<file path="src/rtl/toggle_poll_pkg.sv">
// Package: shared state encoding for the toggle-bit completion poller.
// Assumes: nothing beyond IEEE 1800-2017.
package toggle_poll_pkg;

    typedef enum logic [1:0] {
        ST_IDLE  = 2'd0,   // waiting for start
        ST_FIRST = 2'd1,   // first read of a pair outstanding
        ST_SECND = 2'd2,   // second read of a pair outstanding
        ST_RESET = 2'd3    // reset command write outstanding
    } poll_state_e;

endpackage

</file>
<file path="src/rtl/toggle_poll_cmp.sv">
// Module: toggle_poll_cmp
// Stores the monitored bit from the first read of a pair. It flags whether
// the second read differs, and passes on the second read's time-limit bit.
// Assumes: `cap_first` is asserted only on the first read's acknowledge.
module toggle_poll_cmp #(
    parameter int DATA_W      = 8,
    parameter int TOGGLE_BIT  = 6,
    parameter int TIMEOUT_BIT = 5
) (
    input  logic              clk,
    input  logic              rst_n,
    input  logic              cap_first,
    input  logic [DATA_W-1:0] sample,
    output logic              toggled,
    output logic              timed_out
);

    logic first_q;

    // Hold the toggle bit seen on the first read of the current pair.
    always_ff @(posedge clk) begin
        if (!rst_n)
            first_q <= 1'b0;
        else if (cap_first)
            first_q <= sample[TOGGLE_BIT];
    end

    // Compare the current sample with the stored bit.
    always_comb begin
        toggled   = sample[TOGGLE_BIT] ^ first_q;
        timed_out = sample[TIMEOUT_BIT];
    end

endmodule

</file>
<file path="src/rtl/toggle_poll_guard.sv">
// Module: toggle_poll_guard
// Counts toggling pairs that came without a time-limit flag and signals
// when the current step is the MAX_LOOPS-th. MAX_LOOPS = 0 removes the counter.
// Assumes: `clear` and `step` are never asserted together.
module toggle_poll_guard #(
    parameter int MAX_LOOPS = 1024
) (
    input  logic clk,
    input  logic rst_n,
    input  logic clear,
    input  logic step,
    output logic limit_hit
);

    generate
        if (MAX_LOOPS == 0) begin : g_off
            assign limit_hit = 1'b0;
        end else begin : g_on
            localparam int LOOP_W = $clog2(MAX_LOOPS + 1);
            localparam logic [LOOP_W-1:0] LAST = LOOP_W'(MAX_LOOPS - 1);
            logic [LOOP_W-1:0] cnt_q;

            // Count steps since the last clear.
            always_ff @(posedge clk) begin
                if (!rst_n || clear)
                    cnt_q <= '0;
                else if (step)
                    cnt_q <= cnt_q + 1'b1;
            end

            // This step reaches the limit.
            assign limit_hit = step && (cnt_q == LAST);
        end
    endgenerate

endmodule

</file>
<file path="src/rtl/toggle_poll_fsm.sv">
// Module: toggle_poll_fsm (top)
// Polls a flash status byte in pairs of reads until the toggle bit stops
// changing. After a time-limit flag it confirms with one more pair, and on
// failure it writes the reset command once and reports the failure.
// Assumes: the device sends one acknowledge per request cycle run;
// `rd_data` is valid only while `rd_ack` is high.
module toggle_poll_fsm
    import toggle_poll_pkg::*;
#(
    parameter int          DATA_W      = 8,
    parameter int          TOGGLE_BIT  = 6,
    parameter int          TIMEOUT_BIT = 5,
    parameter logic [7:0]  RESET_CMD   = 8'hF0,
    parameter int          MAX_LOOPS   = 1024
) (
    input  logic              clk,
    input  logic              rst_n,
    input  logic              start,
    output logic              busy,
    output logic              done_ok,
    output logic              done_fail,
    output logic              rd_req,
    input  logic              rd_ack,
    input  logic [DATA_W-1:0] rd_data,
    output logic              wr_req,
    output logic [DATA_W-1:0] wr_data,
    input  logic              wr_ack
);

    poll_state_e state_q, state_d;
    logic        confirm_q, confirm_d;
    logic        ok_d, fail_d;
    logic        toggled, timed_out, limit_hit;
    logic        go, second_ack, loop_step;

    assign go         = (state_q == ST_IDLE) && start;
    assign second_ack = (state_q == ST_SECND) && rd_ack;
    assign loop_step  = second_ack && toggled && !confirm_q && !timed_out;

    toggle_poll_cmp #(
        .DATA_W      (DATA_W),
        .TOGGLE_BIT  (TOGGLE_BIT),
        .TIMEOUT_BIT (TIMEOUT_BIT)
    ) u_cmp (
        .clk       (clk),
        .rst_n     (rst_n),
        .cap_first ((state_q == ST_FIRST) && rd_ack),
        .sample    (rd_data),
        .toggled   (toggled),
        .timed_out (timed_out)
    );

    toggle_poll_guard #(
        .MAX_LOOPS (MAX_LOOPS)
    ) u_guard (
        .clk       (clk),
        .rst_n     (rst_n),
        .clear     (go),
        .step      (loop_step),
        .limit_hit (limit_hit)
    );

    // Next-state and result decision.
    always_comb begin
        state_d   = state_q;
        confirm_d = confirm_q;
        ok_d      = 1'b0;
        fail_d    = 1'b0;
        unique case (state_q)
            ST_IDLE: begin
                if (start) begin
                    state_d   = ST_FIRST;
                    confirm_d = 1'b0;
                end
            end
            ST_FIRST: begin
                if (rd_ack) state_d = ST_SECND;
            end
            ST_SECND: begin
                if (rd_ack) begin
                    if (!toggled) begin
                        state_d = ST_IDLE;
                        ok_d    = 1'b1;
                    end else if (confirm_q || limit_hit) begin
                        state_d = ST_RESET;
                    end else if (timed_out) begin
                        state_d   = ST_FIRST;
                        confirm_d = 1'b1;
                    end else begin
                        state_d = ST_FIRST;
                    end
                end
            end
            ST_RESET: begin
                if (wr_ack) begin
                    state_d = ST_IDLE;
                    fail_d  = 1'b1;
                end
            end
            default: state_d = ST_IDLE;
        endcase
    end

    // State, confirm flag and registered result pulses.
    always_ff @(posedge clk) begin
        if (!rst_n) begin
            state_q   <= ST_IDLE;
            confirm_q <= 1'b0;
            done_ok   <= 1'b0;
            done_fail <= 1'b0;
        end else begin
            state_q   <= state_d;
            confirm_q <= confirm_d;
            done_ok   <= ok_d;
            done_fail <= fail_d;
        end
    end

    // Port outputs decoded from the state.
    always_comb begin
        busy    = (state_q != ST_IDLE);
        rd_req  = (state_q == ST_FIRST) || (state_q == ST_SECND);
        wr_req  = (state_q == ST_RESET);
        wr_data = DATA_W'(RESET_CMD);
    end

endmodule

</file>
<file path="config.mk">
export PLATFORM = sky130hd
export DESIGN_NAME = toggle_poll_fsm
export DESIGN_NICKNAME = d
export VERILOG_FILES = /design/src/rtl/toggle_poll_pkg.sv /design/src/rtl/toggle_poll_cmp.sv /design/src/rtl/toggle_poll_guard.sv /design/src/rtl/toggle_poll_fsm.sv
export SDC_FILE = /design/constraint.sdc
export NUM_CORES = 1
export LEC_CHECK = 0
export ABC_CLOCK_PERIOD_IN_PS = 3440
export BUFFER_PORTS_ARGS = -buffer_cell sky130_fd_sc_hd__buf_2
export CORE_UTILIZATION = 54
export DETAILED_ROUTE_END_ITERATION = 10
export PLACE_DENSITY_LB_ADDON = 0.25
export SLEW_MARGIN = 25
export SYNTH_ARGS = -nofsm -noshare
export SYNTH_HDL_FRONTEND = slang
export SYNTH_SLANG_ARGS = --single-unit
</file>
<file path="constraint.sdc">
create_clock -name clk -period 3.44 [get_ports clk]
set_input_delay 0.172 -clock clk [delete_from_list [all_inputs] [get_ports clk]]
set_output_delay 0.172 -clock clk [all_outputs]
set_load 0.02 [all_outputs]
</file>
==> results.md <==
- Failing checks: design-rule violations
- Initial antenna violation count: 0
- Tot GR Track Use: 0.1876
- Hold Path Class: in2reg
- Min Hold Slack: ~120 ps
- # DRC: 2
- Pre-antenna DRT Iters: 7
- Max clock buf depth: 2
- Diodes inserted: 0
- WP buf/inv: 1
- CTS HTree Levels: 1
- CTS root buf: clkbuf_4
- RSZ-0062 raised after global routing: no
- Area grow syn2layout: 5.914%
- # Post-CTS Setup Buffers: 0
- Most common cell in the synthesized netlist: dfxtp_1
- Largest net degree at the start of global routing: 12
- Die X: 43.99 um
- CTS sink cnt: 17
- CTS clock-pin slew for the worst setup and hold paths: 100 ps
- Vias per inst: 5.723
- Max cap viols: 0
- I/O pins: 26
- Count of mapped cells out of synthesis: 110
- Startpoint Class: register
- Port Buf Inserts: 11
- Final Cycle Share: 0.5531
- Cts repair resizes: 0
- Post-synthesis sequential area ratio: 0.3574
- Clock skew: 9.695 ps
- Routability cong.: 0.8501
- Async SR Flop Fraction: 0
- Setup violators final: 0
- Pwr per Cell Area: roughly 470 nW/um^2
- Worst-path fanout max: 10
- Outcome: complete, but fails checks
- Synth area leaders: dfxtp_1 36%, ha_1 7.9%, buf_4 6.3%, or3_1 3.9%, a21oi_1 3.7%
- Layout cells sized above 1: 0.1570
- Synth Flop Type: dfxtp_1
- Fin. max-slew vios: 0
- Die area: 1935 um^2
- Mapped Area: 952.2 um^2
- Crit path DAT: 2050 ps
- Required time of the critical path: roughly 3600 ps
- Starting Density: 0.6040
- Total negative slack: 0 ps
- Synth top area share: 0.3574
- Number of distinct library cells after synthesis: 36
- Drt initial violations: 16
- VDD IR-drop max: 0.0003495 V
- Critical path's top delay family: compound AO/OA/AOI/OAI gates
- Final HPWL DP: 1266 um
- R2R setup slack: 1540 ps
- Total grt overflow: 0
- Routed len/inst: about 12 um
- FF+latch count, synth: 17
- Fin crit period: 1903 ps
- Via count: 784
- Yosys warns: 0
- Worst skew pair latency: ~290 ps
- First-pass GRT wire length: 2649 um
- CP cell instances: inv_1, ha_1, o21bai_1, nand3_1, o311ai_0, a21boi_0
- Post-Route WL: 1658 um
- Total power draw: 475.6 uW
- Hold Vio Cnt, Final: 0
- # nets final: 141
- Crit-path slowest cell: dfxtp_1
- Core region area: 1577 um^2
- Row count: 14
- Max Freq: about 530 MHz
- LEAKAGE: 0.0004213 uW
- CP max stage delay: 430 ps
- Synth top cells by count: 17 x dfxtp_1, 8 x buf_4, 7 x a21oi_1, 7 x nand3_1, 7 x o21ai_0
- Crit end category: register
- Antenna Nets Post-Route: 0
- CTS tree: yes
- Vias in the first global route: 643
- Post-synth EDFFs: 0
- Hold_buf cts: 0
- Die Ht: 43.99 um
- Critical path class: reg2reg
- CTS Buf Count: 3
- Biggest area consumer among synthesized cells: dfxtp_1
- Mean post-synth cell area: roughly 8.7 um^2
[cell usage in the layout (no fill, tap or decap)]
cell type  instances
buf_2             11
o31ai_1            1
o22ai_1            1
nor3b_2            1
nand3_1            7
xor2_1             2
nand4b_1           1
and3_1             3
a31oi_1            1
nand4_1            3
xnor2_1            2
o2111ai_1          1
o21bai_1           1
or4_1              1
o21ai_0            7
and2_1             1
o311ai_0           1
xor2_2             1
nor2_1             6
conb_1             8
inv_1              5
a21oi_1            7
or3_1              6
dfxtp_1           17
nand4_2            1
clkbuf_4           3
and4_1             1
ha_1               6
mux2i_1            2
nor2b_1            1
nand2_1            6
a21boi_0           1
o221a_2            1
clkinv_2           1
nand2b_1           2
nor4_1             1
[layout make-up]
cell class	count	area, um^2
Clock buffer	3	22.52
Fill cell	147	568.0
Tap cell	16	20.02
Multi-Input combinational cell	84	546.8
Sequential cell	17	340.3
Timing Repair Buffer	11	55.05
Clock inverter	1	5.005
Inverter	5	18.77
[where the power goes]
group	switching, uW	total, uW	internal [uW]
clock network	64.1	107	43.2
registers	13.2	221	208
logic	94.5	147	52.6
total	172	476	304
[state kept, by name (all words and copies together), names as in the netlist]
signal / count
confirm_q: 1
state_q: 2
u_cmp.first_q: 1
u_guard.g_on.cnt_q: 11
done_ok: 1
done_fail: 1
[through the flow]
step,cells,area (um^2),utilization,setup WS [ps]
after floorplan,116,974.7,-,1851
after global placement,133,980.9,0.6222,1700
after detailed placement,133,980.9,0.6222,1553
after CTS,137,1008,0.6397,1550
after global routing,137,1008,0.6397,1353
final,137,1008,0.6397,1537
[worst register-to-register path: cells and delay by family, from the launching register on]
| family | cells | cell delay, ps |
|---|---|---|
| AO/OA/AOI/OAI | 3 | 790 |
| adder cells (fa/ha/maj) | 1 | 340 |
| buffers and inverters | 1 | 110 |
| flip-flops | 1 | 430 |
| AND/OR/NAND/NOR | 1 | 100 |
[worst paths after layout]
path	from	depth (start not counted)	to
setup / recovery	state_q[0]	6	state_q[1]
hold / removal	wr_ack	2	done_fail
setup reg to reg	state_q[0]	6	state_q[1]
hold reg to reg	u_guard.g_on.cnt_q[10]	2	u_guard.g_on.cnt_q[10]
[cells by family (layout without fill, tap and decap cells)]
group                      Yosys count  count (layout)  synth area share
DFF                                 17              17            0.3574
AOI/OAI and AO/OA                   22              22            0.1406
buffers and inverters               15              20           0.09198
and+or+nand+nor                     41              41            0.2484
other                                2               8          0.007887
adders and majority gates            6               6           0.07884
xor gates and xnor gates             5               5           0.05389
muxes                                2               2           0.02103
[layer usage]
metal / vias up / GRT usage / part of all wire
met2: 21 / 0.3075 / 0.48
met4: 0 / 0.09091 / 0.0084
li1: 398 / - / -
met3: 2 / 0.02917 / 0.055
met5: - / 0 / 0
met1: 363 / 0.2403 / 0.46
Power figures use the tool's default switching activity.
